--- src/rtl/sw_pkg.sv ---
package sw_pkg;

    typedef enum logic [2:0] {
        ST_INIT  = 3'd0,
        ST_READY = 3'd1,
        ST_RUN   = 3'd2,
        ST_CMP   = 3'd3,
        ST_HOLD  = 3'd4,
        ST_SHOW  = 3'd5
    } sw_state_e;

    typedef struct packed {
        logic clr_tm;
        logic en_tm;
        logic ld_best;
        logic init_best;
        logic sel_best;
    } sw_ctl_t;

endpackage

--- src/rtl/sw_bcd_counter.sv ---
module sw_bcd_counter #(
    parameter int DIGITS = 4
) (
    input  logic              clk,
    input  logic              rst_n,
    input  logic              clr_i,
    input  logic              en_i,
    output logic [4*DIGITS-1:0] cnt_o
);
    localparam int W = 4 * DIGITS;

    logic [W-1:0]    cnt_q;
    logic [W-1:0]    cnt_d;
    logic [DIGITS:0] carry;

    assign carry[0] = en_i;

    for (genvar g = 0; g < DIGITS; g++) begin : g_digit
        logic [3:0] cur;
        logic       at_nine;
        assign cur            = cnt_q[4*g +: 4];
        assign at_nine        = (cur == 4'd9);
        assign carry[g+1]     = carry[g] & at_nine;
        assign cnt_d[4*g +: 4] = clr_i    ? 4'd0 :
                                 carry[g] ? (at_nine ? 4'd0 : cur + 4'd1) :
                                            cur;

        // each stored digit stays in the decimal range
        a_r3_digit_range: assert property (@(posedge clk) disable iff (!rst_n)
            cnt_q[4*g +: 4] <= 4'd9);
    end

    always_ff @(posedge clk or negedge rst_n) begin
        if (!rst_n) cnt_q <= '0;
        else        cnt_q <= cnt_d;
    end

    assign cnt_o = cnt_q;

    // without enable or clear the elapsed time is frozen
    a_r4_frozen: assert property (@(posedge clk) disable iff (!rst_n)
        (!en_i && !clr_i) |=> $stable(cnt_q));

endmodule

--- src/rtl/sw_best_reg.sv ---
module sw_best_reg #(
    parameter int DIGITS = 4
) (
    input  logic                clk,
    input  logic                rst_n,
    input  logic                init_i,
    input  logic                ld_i,
    input  logic [4*DIGITS-1:0] d_i,
    output logic [4*DIGITS-1:0] q_o,
    output logic                altb_o
);
    localparam int W = 4 * DIGITS;
    localparam logic [W-1:0] ALL_NINE = {DIGITS{4'h9}};

    logic [W-1:0] best_q;
    logic [W-1:0] best_d;

    always_comb begin
        best_d = best_q;
        if (init_i)    best_d = ALL_NINE;
        else if (ld_i) best_d = d_i;
    end

    always_ff @(posedge clk or negedge rst_n) begin
        if (!rst_n) best_q <= ALL_NINE;
        else        best_q <= best_d;
    end

    // packed BCD keeps decimal order, so a binary compare is exact
    assign altb_o = (d_i < best_q);
    assign q_o    = best_q;

    // the best time never grows except through the preset
    a_r5_best_monotone: assert property (@(posedge clk) disable iff (!rst_n)
        (!init_i) |=> (best_q <= $past(best_q)));

endmodule

--- src/rtl/sw_ctrl.sv ---
module sw_ctrl
    import sw_pkg::*;
(
    input  logic    clk,
    input  logic    rst_n,
    input  logic    clear_i,
    input  logic    start_i,
    input  logic    stop_i,
    input  logic    show_i,
    input  logic    tick_i,
    input  logic    altb_i,
    output sw_ctl_t ctl_o
);
    sw_state_e state_q;
    sw_state_e state_d;

    always_comb begin
        state_d = state_q;
        ctl_o   = '0;
        case (state_q)
            ST_INIT: begin
                ctl_o.clr_tm    = 1'b1;
                ctl_o.init_best = 1'b1;
                state_d         = ST_READY;
            end
            ST_READY, ST_HOLD: begin
                if (start_i) begin
                    ctl_o.clr_tm = 1'b1;
                    state_d      = ST_RUN;
                end else if (show_i) begin
                    state_d = ST_SHOW;
                end
            end
            ST_SHOW: begin
                ctl_o.sel_best = 1'b1;
                if (start_i) begin
                    ctl_o.clr_tm = 1'b1;
                    state_d      = ST_RUN;
                end else if (!show_i) begin
                    state_d = ST_HOLD;
                end
            end
            ST_RUN: begin
                ctl_o.en_tm = tick_i;
                if (stop_i) state_d = ST_CMP;
            end
            ST_CMP: begin
                ctl_o.ld_best = altb_i;
                state_d       = ST_HOLD;
            end
            default: state_d = ST_INIT;
        endcase
        if (clear_i) state_d = ST_INIT;
    end

    always_ff @(posedge clk or negedge rst_n) begin
        if (!rst_n) state_q <= ST_INIT;
        else        state_q <= state_d;
    end

    // a stop while running leads to the compare cycle
    a_r5_cmp_after_stop: assert property (@(posedge clk) disable iff (!rst_n)
        (state_q == ST_RUN && stop_i && !clear_i) |=> (state_q == ST_CMP));

    // clear always returns to the preset state
    a_r8_clear_to_init: assert property (@(posedge clk) disable iff (!rst_n)
        clear_i |=> (state_q == ST_INIT));

    // start from a waiting state begins a run, even with show held
    a_r9_start_wins: assert property (@(posedge clk) disable iff (!rst_n)
        ((state_q == ST_READY || state_q == ST_HOLD || state_q == ST_SHOW)
         && start_i && !clear_i) |=> (state_q == ST_RUN));

    // start while running does not leave the running state
    a_r7_run_keeps: assert property (@(posedge clk) disable iff (!rst_n)
        (state_q == ST_RUN && !stop_i && !clear_i) |=> (state_q == ST_RUN));

endmodule

--- src/rtl/stopwatch_best.sv ---
module stopwatch_best
    import sw_pkg::*;
#(
    parameter int DIGITS = 4
) (
    input  logic                clk,
    input  logic                rst_n,
    input  logic                clear_btn,
    input  logic                start_btn,
    input  logic                stop_btn,
    input  logic                show_btn,
    input  logic                tick,
    output logic [4*DIGITS-1:0] disp
);
    localparam int W = 4 * DIGITS;

    sw_ctl_t      ctl;
    logic [W-1:0] tm_val;
    logic [W-1:0] best_val;
    logic         tm_lt_best;

    sw_ctrl u_ctrl (
        .clk     (clk),
        .rst_n   (rst_n),
        .clear_i (clear_btn),
        .start_i (start_btn),
        .stop_i  (stop_btn),
        .show_i  (show_btn),
        .tick_i  (tick),
        .altb_i  (tm_lt_best),
        .ctl_o   (ctl)
    );

    sw_bcd_counter #(.DIGITS(DIGITS)) u_time (
        .clk   (clk),
        .rst_n (rst_n),
        .clr_i (ctl.clr_tm),
        .en_i  (ctl.en_tm),
        .cnt_o (tm_val)
    );

    sw_best_reg #(.DIGITS(DIGITS)) u_best (
        .clk    (clk),
        .rst_n  (rst_n),
        .init_i (ctl.init_best),
        .ld_i   (ctl.ld_best),
        .d_i    (tm_val),
        .q_o    (best_val),
        .altb_o (tm_lt_best)
    );

    assign disp = ctl.sel_best ? best_val : tm_val;

    // while the best is selected the display carries it
    a_r6_show_best: assert property (@(posedge clk) disable iff (!rst_n)
        ctl.sel_best |-> (disp == best_val));

endmodule

--- config.mk ---
export PLATFORM = sky130hd
export DESIGN_NAME = stopwatch_best
export DESIGN_NICKNAME = d
export VERILOG_FILES = /design/src/rtl/sw_pkg.sv /design/src/rtl/sw_bcd_counter.sv /design/src/rtl/sw_best_reg.sv /design/src/rtl/sw_ctrl.sv /design/src/rtl/stopwatch_best.sv
export SDC_FILE = /design/constraint.sdc
export NUM_CORES = 1
export LEC_CHECK = 0
export BUFFER_PORTS_ARGS = -buffer_cell sky130_fd_sc_hd__clkbuf_2
export CORE_ASPECT_RATIO = 1.1
export CORE_MARGIN = 1
export CORE_UTILIZATION = 54
export DETAILED_ROUTE_END_ITERATION = 7
export PLACE_DENSITY_LB_ADDON = 0.25
export SLEW_MARGIN = 20
export SYNTH_ARGS = -nofsm -noshare
export SYNTH_HDL_FRONTEND = slang
export SYNTH_HIERARCHICAL = 1
export SYNTH_SLANG_ARGS = --single-unit
--- constraint.sdc ---
create_clock -name clk -period 2.2 [get_ports clk]
set_input_delay 0.22 -clock clk [delete_from_list [all_inputs] [get_ports clk]]
set_output_delay 0.22 -clock clk [all_outputs]
set_load 0.02 [all_outputs]
==> flow_metrics.py, run 1 <==
metrics = {
    "grt": {
        "antenna_found_initial": 0,
        "overflow": 0,
        "grt_max_degree": 36,
        "grt_pass1_wl_um": 8820,
        "grt_pass1_vias": 1944,
        "grt_use_total_pct": 24.5,
    },
    "setup_path": {
        "max_stage_delay_ns": 0.55,
        "critPathTopFamily": "compound AO/OA/AOI/OAI gates",
        "worst_path_most_repeated_cell": "a21o_1",
        "cp.depth": 10,
        "worstPathArrival_ns": 2.47,
        "path_cells": "inv_2, ha_4, a21o_1, a21o_1, a221o_1, a21oi_1, and4b_2, buf_8, mux2i_4, nor2_1",
        "start_kind": "register",
        "worst-path-max-fanout": 8,
        "slowest_stage": "dfstp_2",
        "r2r_cells": 10,
        "crit_buf_inv": 2,
        "critPathKind": "register to register",
        "endpoint_kind": "register",
        "worst_ep_required_time_ns": 2.37,
    },
    "pwr": {
        "cellPowerDensity_mw_per_mm2": 459,
        "p_total_w": 0.00136,
        "irDropWorstVdd_uv": 414,
        "p_leak_nw": 1.44,
    },
    "sta": {
        "min_period_ns": 2.31,
        "worst_slack_ns": -0.107,
        "hold_viol_final": 0,
        "setup-violations-final": 16,
        "relSlewSlack_pct": 41.1,
        "max_slew.worst_pin.slew_ns": 0.883,
        "setup_tns_ns": -0.736,
        "rsz0062_at_grt": "yes",
        "drv_slew": 0,
        "skew_ns": 0.00804,
        "max_clock_freq_mhz": 433,
        "finalCritPeriodShare_pct": 105,
    },
    "logic_synthesis": {
        "synth_nets": 275,
        "yosysUniqueCellTypes": 53,
        "synth.ff_latch_count": 35,
        "syn_inst": 247,
        "synth-main-ff-cell": "dfrtp_1",
        "syn_area_mm2": 0.00240,
        "synth-edff-count": 0,
        "syn_avg_cell_area_um2": 9.73,
        "yosysSeqAreaShare_pct": 36.9,
        "synth_async_sr_flop_share_pct": 100,
        "synth_warnings": 6,
    },
    "clock_network": {
        "htreeDepth": 2,
        "cts_tree": "built",
        "cts_sinks": 35,
        "clock-root-buffer": "clkbuf_8",
        "cts_made_buffers": 5,
        "clockBufferDepth": 2,
        "path_clk_slew_ns": 0.07,
        "clkLatencyLatePin_ns": 0.28,
        "hold_buffers": 0,
    },
    "die": {
        "core_area_mm2": 0.00429,
        "die_h_um": 72.0,
        "die_area_mm2": 0.00472,
        "initial_core_util_pct": 56.1,
        "ios": 23,
        "rows": 25,
        "fp.dieW_um": 65.6,
    },
    "routing": {
        "drt_first_pass_iters": 4,
        "ant_nets": 0,
        "drt_iter0_markers": 102,
        "routed_wl_um": 5440,
        "drc": 0,
        "post_drt_wl_per_cell_um": 15.2,
        "routed_via_density": 5.53,
        "vias": 1975,
    },
    "finish": {
        "antenna_cells": 0,
        "drive_gt1_share_pct": 36.0,
        "fin_nets": 330,
        "design_area_mm2": 0.00297,
        "area_delta_synth_final_pct": 23.5,
    },
    "place": {
        "dp_hpwl_um": 3760,
        "placed_area_mm2": 0.00276,
        "gp_congestion": 0.801,
        "portBuffers": 22,
    },
    "run_status": {
        "status": "finished, violations left",
        "violations": "setup timing",
    },
    "job": {
        "max_cap_violations": 0,
    },
    "worst_hold_path": {
        "hold_path.class": "input port to asynchronous set/reset pin",
    },
}
-- cells in the mapped netlist, types with 3 or more instances --
cell type	instances	area share, %
dfrtp_1	27	28
inv_1	23	3.6
nand2_1	23	3.6
ha_1	21	11
nor2_1	20	3.1
a21oi_1	15	3.1
mux2i_1	11	4.6
mux2_4	10	6.2
dfstp_2	8	8.7
o21ai_0	8	1.7
o211ai_1	7	2.2
mux2_2	6	2.8
nor3_1	5	1.0
or3_1	5	1.3
a21o_1	4	1.2
nand3_1	4	0.83
nor2b_1	4	1.0
clkbuf_1	3	0.47
nand4_1	3	0.78
-- final timing paths --
check / end / slack, ns / from
worst max-delay path: u_best/q_o[2] / -0.11 / u_best/q_o[12]
worst min-delay path: u_time/cnt_o[8] / 0.04 / rst_n
worst max register to register: u_best/q_o[2] / -0.11 / u_best/q_o[12]
worst min register to register: u_best/q_o[4] / 0.53 / u_best/q_o[4]
max in group asynchronous: u_time/cnt_o[4] / 1.60 / rst_n
min in group clk: u_ctrl/state_q[1] / 0.12 / clear_btn
-- report_power, final --
group | internal (W) | leakage, nW | switching (W)
sequential | 0.000668 | 0.459 | 0.0000130
combinational | 0.0000837 | 0.934 | 0.000119
clock | 0.000253 | 0.0482 | 0.000227
-- cell families (layout without fill, tap and decap cells) --
group / after synthesis / count (layout) / share of synthesized area [%]
and+or+nand+nor: 81 / 81 / 18.0
adders and majority gates: 21 / 21 / 10.9
muxes: 27 / 27 / 13.6
buffers and inverters: 34 / 90 / 7.03
xor gates and xnor gates: 2 / 2 / 0.729
AOI/OAI and AO/OA: 47 / 47 / 12.8
DFF: 35 / 35 / 36.9
-- worst reg2reg max path, cell delays in order, from the launching register on --
cell     delay [ns]
dfstp_2        0.55
inv_2          0.05
ha_4           0.14
a21o_1         0.17
a21o_1         0.15
a221o_1        0.31
a21oi_1        0.11
and4b_2        0.28
buf_8          0.15
mux2i_4        0.22
nor2_1         0.06
-- state kept, by name, indices dropped and copies added (netlist names) --
| name | flops |
|---|---|
| u_best/q_o | 16 |
| u_time/cnt_o | 16 |
| u_ctrl/state_q | 3 |
-- through the flow --
| stage | setup slack, ns | instances | hold WS, ns | utilization [%] |
|---|---|---|---|---|
| CTS | -0.112 | 356 | 0.0794 | 68.1 |
| finish | -0.107 | 357 | 0.0413 | 69.3 |
| floorplan | -0.0383 | 247 | -0.0756 | - |
| detailed placement | -0.144 | 345 | 0.390 | 64.4 |
| global route | -0.191 | 357 | 0.119 | 69.3 |
| global placement | -0.0578 | 345 | 0.384 | 64.4 |
-- layer usage --
layer	global-route usage [%]	vias to the layer above	wire, um
met2	42.2	34	2850
met4	8.21	0	53
met3	5.03	4	194
met1	30.6	956	2340
met5	0	-	0
li1	-	981	-
-- placed cells by master (no fill, tap or decap), types with 2 or more instances in the layout --
cell / instances
a21o_1: 4
a21oi_1: 15
and3b_1: 2
and4b_1: 2
buf_4: 31
buf_6: 3
buf_8: 2
clkbuf_2: 22
clkbuf_8: 6
dfrtp_1: 27
dfstp_2: 8
ha_1: 19
ha_4: 2
inv_1: 22
mux2_2: 6
mux2_4: 10
mux2i_1: 10
nand2_1: 18
nand2_2: 5
nand3_1: 4
nand4_1: 3
nor2_1: 20
nor2b_1: 4
nor3_1: 5
o211ai_1: 7
o21ai_0: 6
o21ai_1: 2
or3_1: 5
xor2_1: 2
-- layout make-up --
type / count / area (um^2)
fill: 327 / 1320
timing repair buffer: 59 / 427
inverter: 23 / 86.3
clock buffer: 7 / 86.3
tap: 54 / 67.6
sequential: 35 / 886
multi-input combinational: 178 / 1410
clock inverter: 1 / 5.00
-- timing repair --
item                                    4_1_cts  5_1_grt
gates resized for setup                      11        9
endpoints found under the setup margin       13       16
buffers inserted                              3        1
cloned                                        0        0
pin swaps                                    10        5
(Power assumes the default switching activity.)
==> run 2, diff against run 1 <==
- MAX_ROUTING_LAYER: unset -> met4
==> run 2 against run 1 <==
Against the previous run: the flow still finishes with violations (setup timing); non-clock buffer count stayed put; first-iteration DRC count down 3.9%; global-route usage is 0.78 points higher; critical path depth unchanged; register-to-register slack hardly changed; sequential share of layout area unchanged; sequential cell count did not move; highest routed layer unchanged.
==> flow_metrics.py, run 2 (synthesis gave the netlist of run 1 again) <==
metrics = {
    "grt": {
        "grt_pass1_wl_um": 8830,
        "grt_use_total_pct": 25.3,
        "overflow": 0,
        "grt_pass1_vias": 1941,
        "antenna_found_initial": 0,
        "grt_max_degree": 36,
    },
    "pwr": {
        "p_leak_nw": 1.44,
        "p_total_w": 0.00136,
        "cellPowerDensity_mw_per_mm2": 459,
        "irDropWorstVdd_uv": 414,
    },
    "place": {
        "gp_congestion": 0.813,
        "dp_hpwl_um": 3760,
        "portBuffers": 22,
        "dp_slack_ns": -0.144,
        "placed_area_mm2": 0.00276,
    },
    "sta": {
        "drv_slew": 0,
        "min_period_ns": 2.31,
        "max_clock_freq_mhz": 433,
        "rsz0062_at_grt": "yes",
        "whs_ns": 0.0436,
        "setup_tns_ns": -0.743,
        "worst_slack_ns": -0.108,
        "max_slew.worst_pin.slew_ns": 0.883,
        "hold_viol_final": 0,
        "relSlewSlack_pct": 41.1,
        "finalCritPeriodShare_pct": 105,
        "skew_ns": 0.00691,
        "setup-violations-final": 16,
    },
    "run_status": {
        "violations": "setup timing",
        "status": "finished, violations left",
    },
    "clock_network": {
        "clockBufferDepth": 2,
        "hold_buffers": 0,
        "clkLatencyLatePin_ns": 0.28,
        "clock-root-buffer": "clkbuf_8",
        "cts_sinks": 35,
        "cts_tree": "built",
        "path_clk_slew_ns": 0.07,
        "cts_made_buffers": 5,
        "htreeDepth": 2,
    },
    "routing": {
        "post_drt_wl_per_cell_um": 15.3,
        "routed_wl_um": 5450,
        "vias": 1977,
        "drc": 0,
        "routed_via_density": 5.54,
        "drt_first_pass_iters": 4,
        "ant_nets": 0,
        "drt_iter0_markers": 98,
    },
    "finish": {
        "antenna_cells": 0,
        "area_delta_synth_final_pct": 23.5,
        "fillers": 327,
        "drive_gt1_share_pct": 36.0,
        "design_area_mm2": 0.00297,
        "layout_commonest_cell": "buf_4",
        "fin_nets": 330,
        "final_cell_mix": "buf_4, dfrtp_1, clkbuf_2, inv_1, nor2_1",
    },
    "die": {
        "core_area_mm2": 0.00429,
        "fp.dieW_um": 65.6,
        "die_area_mm2": 0.00472,
        "initial_core_util_pct": 56.1,
        "die_h_um": 72.0,
        "rows": 25,
        "ios": 23,
    },
    "setup_path": {
        "start_kind": "register",
        "worst-path-max-fanout": 8,
        "rrSetupSlack_ns": -0.11,
        "endpoint_kind": "register",
        "critPathKind": "register to register",
        "worst_ep_required_time_ns": 2.37,
        "worstPathArrival_ns": 2.47,
    },
    "job": {
        "max_cap_violations": 0,
    },
    "worst_hold_path": {
        "hold_path.class": "input port to asynchronous set/reset pin",
    },
}
## run 2: metal layers
metal	wire length [um]	GRT usage, %	share of wire (%)
met4	53	8.21	0.97
met2	2830	42.0	52
met1	2390	31.0	44
met5	0	-	0
met3	176	4.72	3.2
## run 2: where the power goes
| part | internal (W) | leakage (nW) | switching (W) | total (W) |
|---|---|---|---|---|
| combinational | 0.0000837 | 0.934 | 0.000119 | 0.000203 |
| sequential | 0.000668 | 0.459 | 0.0000129 | 0.000681 |
| clock | 0.000253 | 0.0482 | 0.000226 | 0.000478 |
| total | 0.00100 | 1.44 | 0.000358 | 0.00136 |
## run 2: critical path, stage by stage (launching register included)
cell	delay, ns
dfstp_2	0.55
inv_2	0.05
ha_4	0.14
a21o_1	0.17
a21o_1	0.15
a221o_1	0.31
a21oi_1	0.11
and4b_2	0.28
buf_8	0.15
mux2i_4	0.22
nor2_1	0.06
## run 2: final cells by class
type | instances | area, um^2 | area share [%]
multi-input combinational | 178 | 1410 | 47.5
sequential | 35 | 886 | 29.8
timing repair buffer | 59 | 427 | 14.4
clock buffer | 7 | 86.3 | 2.91
inverter | 23 | 86.3 | 2.91
tap | 54 | 67.6 | 2.28
clock inverter | 1 | 5.00 | 0.169
## run 2: metrics by stage
stage          utilization (%)  cells
4_1_cts                   68.1    356
3_5_place_dp              64.4    345
3_3_place_gp              64.4    345
6_report                  69.3    357
2_1_floorplan                -    247
5_1_grt                   69.3    357
## run 2: what timing repair did
action,4_1_cts,5_1_grt
resized for setup,11,9
setup buffers,3,1
setup endpoints to repair,13,16
pin swaps,10,5
## run 2: final timing paths
| kind | depth (start not counted) | startpoint | end |
|---|---|---|---|
| min in group clk | 2 | clear_btn | u_ctrl/state_q[1] |
| hold reg to reg | 2 | u_best/q_o[4] | u_best/q_o[4] |
| max in group asynchronous | 1 | rst_n | u_time/cnt_o[4] |
| setup / recovery | 10 | u_best/q_o[12] | u_best/q_o[2] |
| hold / removal | 1 | rst_n | u_time/cnt_o[8] |
| setup reg to reg | 10 | u_best/q_o[12] | u_best/q_o[2] |
==> run 3, diff against run 2 <==
- PLACE_DENSITY: unset -> 0.82
- PLACE_DENSITY_LB_ADDON: 0.25 -> unset
==> run 3 against run 2 <==
Against the previous run: sequential power hardly changed; largest cell class unchanged; total power rose by 4.1%; the flow still finishes with violations (setup timing); critical endpoint is now u_best/q_o[5]; global-route usage up 1.3 points; critical path depth grew 1.
==> flow_metrics.py, run 3 (synthesis gave the netlist of run 1 again) <==
metrics = {
    "clock_network": {
        "cts_tree": "built",
        "clockBufferDepth": 2,
        "path_clk_slew_ns": 0.08,
        "cts_made_buffers": 5,
        "cts_sinks": 35,
        "htreeDepth": 2,
        "clkLatencyLatePin_ns": 0.30,
        "clock-root-buffer": "clkbuf_8",
    },
    "grt": {
        "antenna_found_initial": 0,
        "grt_max_degree": 36,
        "overflow": 0,
        "grt_pass1_wl_um": 9090,
        "grt_pass1_vias": 1988,
        "grt_use_total_pct": 26.6,
    },
    "finish": {
        "fin_nets": 329,
        "area_delta_synth_final_pct": 24.6,
        "utilization_pct": 69.9,
        "design_area_mm2": 0.00300,
        "drive_gt1_share_pct": 37.1,
        "final_cell_mix": "buf_4, dfrtp_1, clkbuf_2",
        "antenna_cells": 0,
        "layout_commonest_cell": "buf_4",
    },
    "die": {
        "die_area_mm2": 0.00472,
        "die_h_um": 72.0,
        "fp.dieW_um": 65.6,
        "initial_core_util_pct": 56.1,
        "ios": 23,
        "core_area_mm2": 0.00429,
        "rows": 25,
    },
    "job": {
        "max_cap_violations": 0,
    },
    "sta": {
        "setup-violations-final": 16,
        "hold_viol_final": 0,
        "drv_slew": 0,
        "skew_ns": 0.00933,
        "setup_tns_ns": -1.83,
        "min_period_ns": 2.37,
        "max_clock_freq_mhz": 421,
        "worst_slack_ns": -0.174,
        "rsz0062_at_grt": "yes",
        "relSlewSlack_pct": 40.7,
        "max_slew.worst_pin.slew_ns": 0.889,
        "finalCritPeriodShare_pct": 108,
    },
    "routing": {
        "m1WireLength_um": 2280,
        "post_drt_wl_per_cell_um": 15.9,
        "drt_iter0_markers": 169,
        "drt_first_pass_iters": 4,
        "ant_nets": 0,
        "routed_via_density": 5.67,
        "dr_wl_met2_um": 3070,
        "vias": 2020,
        "routed_wl_um": 5660,
        "wl_met3_um": 198,
        "highest_layer": "met4",
        "drc": 0,
    },
    "setup_path": {
        "critPathKind": "register to register",
        "worst_ep_required_time_ns": 2.39,
        "path_cells": "inv_2, ha_4, a21o_1, a21o_1, a221o_1, a21oi_2, and4b_2, buf_6, buf_12, mux2i_1, nor2_1",
        "max_stage_delay_ns": 0.55,
        "worst-path-max-fanout": 7,
        "slowest_stage": "dfstp_2",
        "critPathTopFamily": "compound AO/OA/AOI/OAI gates",
        "start_kind": "register",
        "worstPathArrival_ns": 2.57,
        "crit_buf_inv": 3,
        "worst_path_most_repeated_cell": "a21o_1",
        "endpoint_kind": "register",
    },
    "place": {
        "gp_congestion": 0.836,
        "portBuffers": 22,
        "placed_area_mm2": 0.00274,
        "dp_hpwl_um": 3770,
        "dp_slack_ns": -0.271,
    },
    "pwr": {
        "p_total_w": 0.00142,
        "p_leak_nw": 1.45,
        "irDropWorstVdd_uv": 275,
        "pwr-share-seq_pct": 48.0,
        "cellPowerDensity_mw_per_mm2": 473,
        "p_sw_w": 0.000381,
        "p_clk_share_pct": 37.6,
        "netSwitchingFraction_pct": 26.9,
        "p_comb_share_pct": 14.4,
        "intPower_w": 0.00104,
    },
    "run_status": {
        "status": "finished, violations left",
        "violations": "setup timing",
    },
    "worst_hold_path": {
        "hold_path.class": "input port to asynchronous set/reset pin",
    },
}
## run 3: cell count changes in the layout (fill, tap and decap cells not counted), moves of 2 or more
cell,change
a21oi_1,-3
a21oi_2,+3
nand2_2,-3
buf_8,-2
nand2_1,+2
## run 3: power groups by stage
stage	sequential (W)	clock [W]	combinational, W
floorplan	0.000690	0	0.000117
global placement	0.000691	0	0.000177
detailed placement	0.000692	0	0.000180
CTS	0.000681	0.000537	0.000199
global route	0.000684	0.000557	0.000221
finish	0.000681	0.000533	0.000204
## run 3: what timing repair did
action / 4_1_cts / 5_1_grt
hold buffers: 0 / 0
pin swaps: 10 / 7
resized for setup: 13 / 10
setup buffers: 4 / 3
endpoints found under the setup margin: 16 / 16
gates cloned: 1 / 0
## run 3: final cells by class
class	count	area, um^2
inverters	23	86.3
clock buffers	8	100
well taps	54	67.6
multi-input cells	178	1440
repair buffers	58	417
flip-flops and latches	35	886
fillers	303	1290
## run 3: path summary, 6_finish.rpt
kind,from,to,slack [ns],cells after the start
worst max-delay path,u_best/q_o[12],u_best/q_o[5],-0.17,11
worst min register to register,u_best/q_o[7],u_best/q_o[7],0.53,2
worst min-delay path,rst_n,u_time/cnt_o[8],0.04,1
min in group clk,clear_btn,u_ctrl/state_q[1],0.10,2
max in group asynchronous,rst_n,u_time/cnt_o[3],1.61,1
worst max register to register,u_best/q_o[12],u_best/q_o[5],-0.17,11
## run 3: routing by layer
metal	global-route usage, %	vias up
met1	28.4	987
met5	-	-
met2	47.9	45
met3	5.66	9
met4	9.90	0
li1	-	979
## run 3: stage by stage
| step | hold WS [ns] | instances |
|---|---|---|
| floorplan | -0.0756 | 247 |
| finish | 0.0355 | 356 |
| global route | 0.106 | 356 |
| CTS | 0.0642 | 355 |
| global placement | 0.373 | 342 |
| detailed placement | 0.385 | 342 |
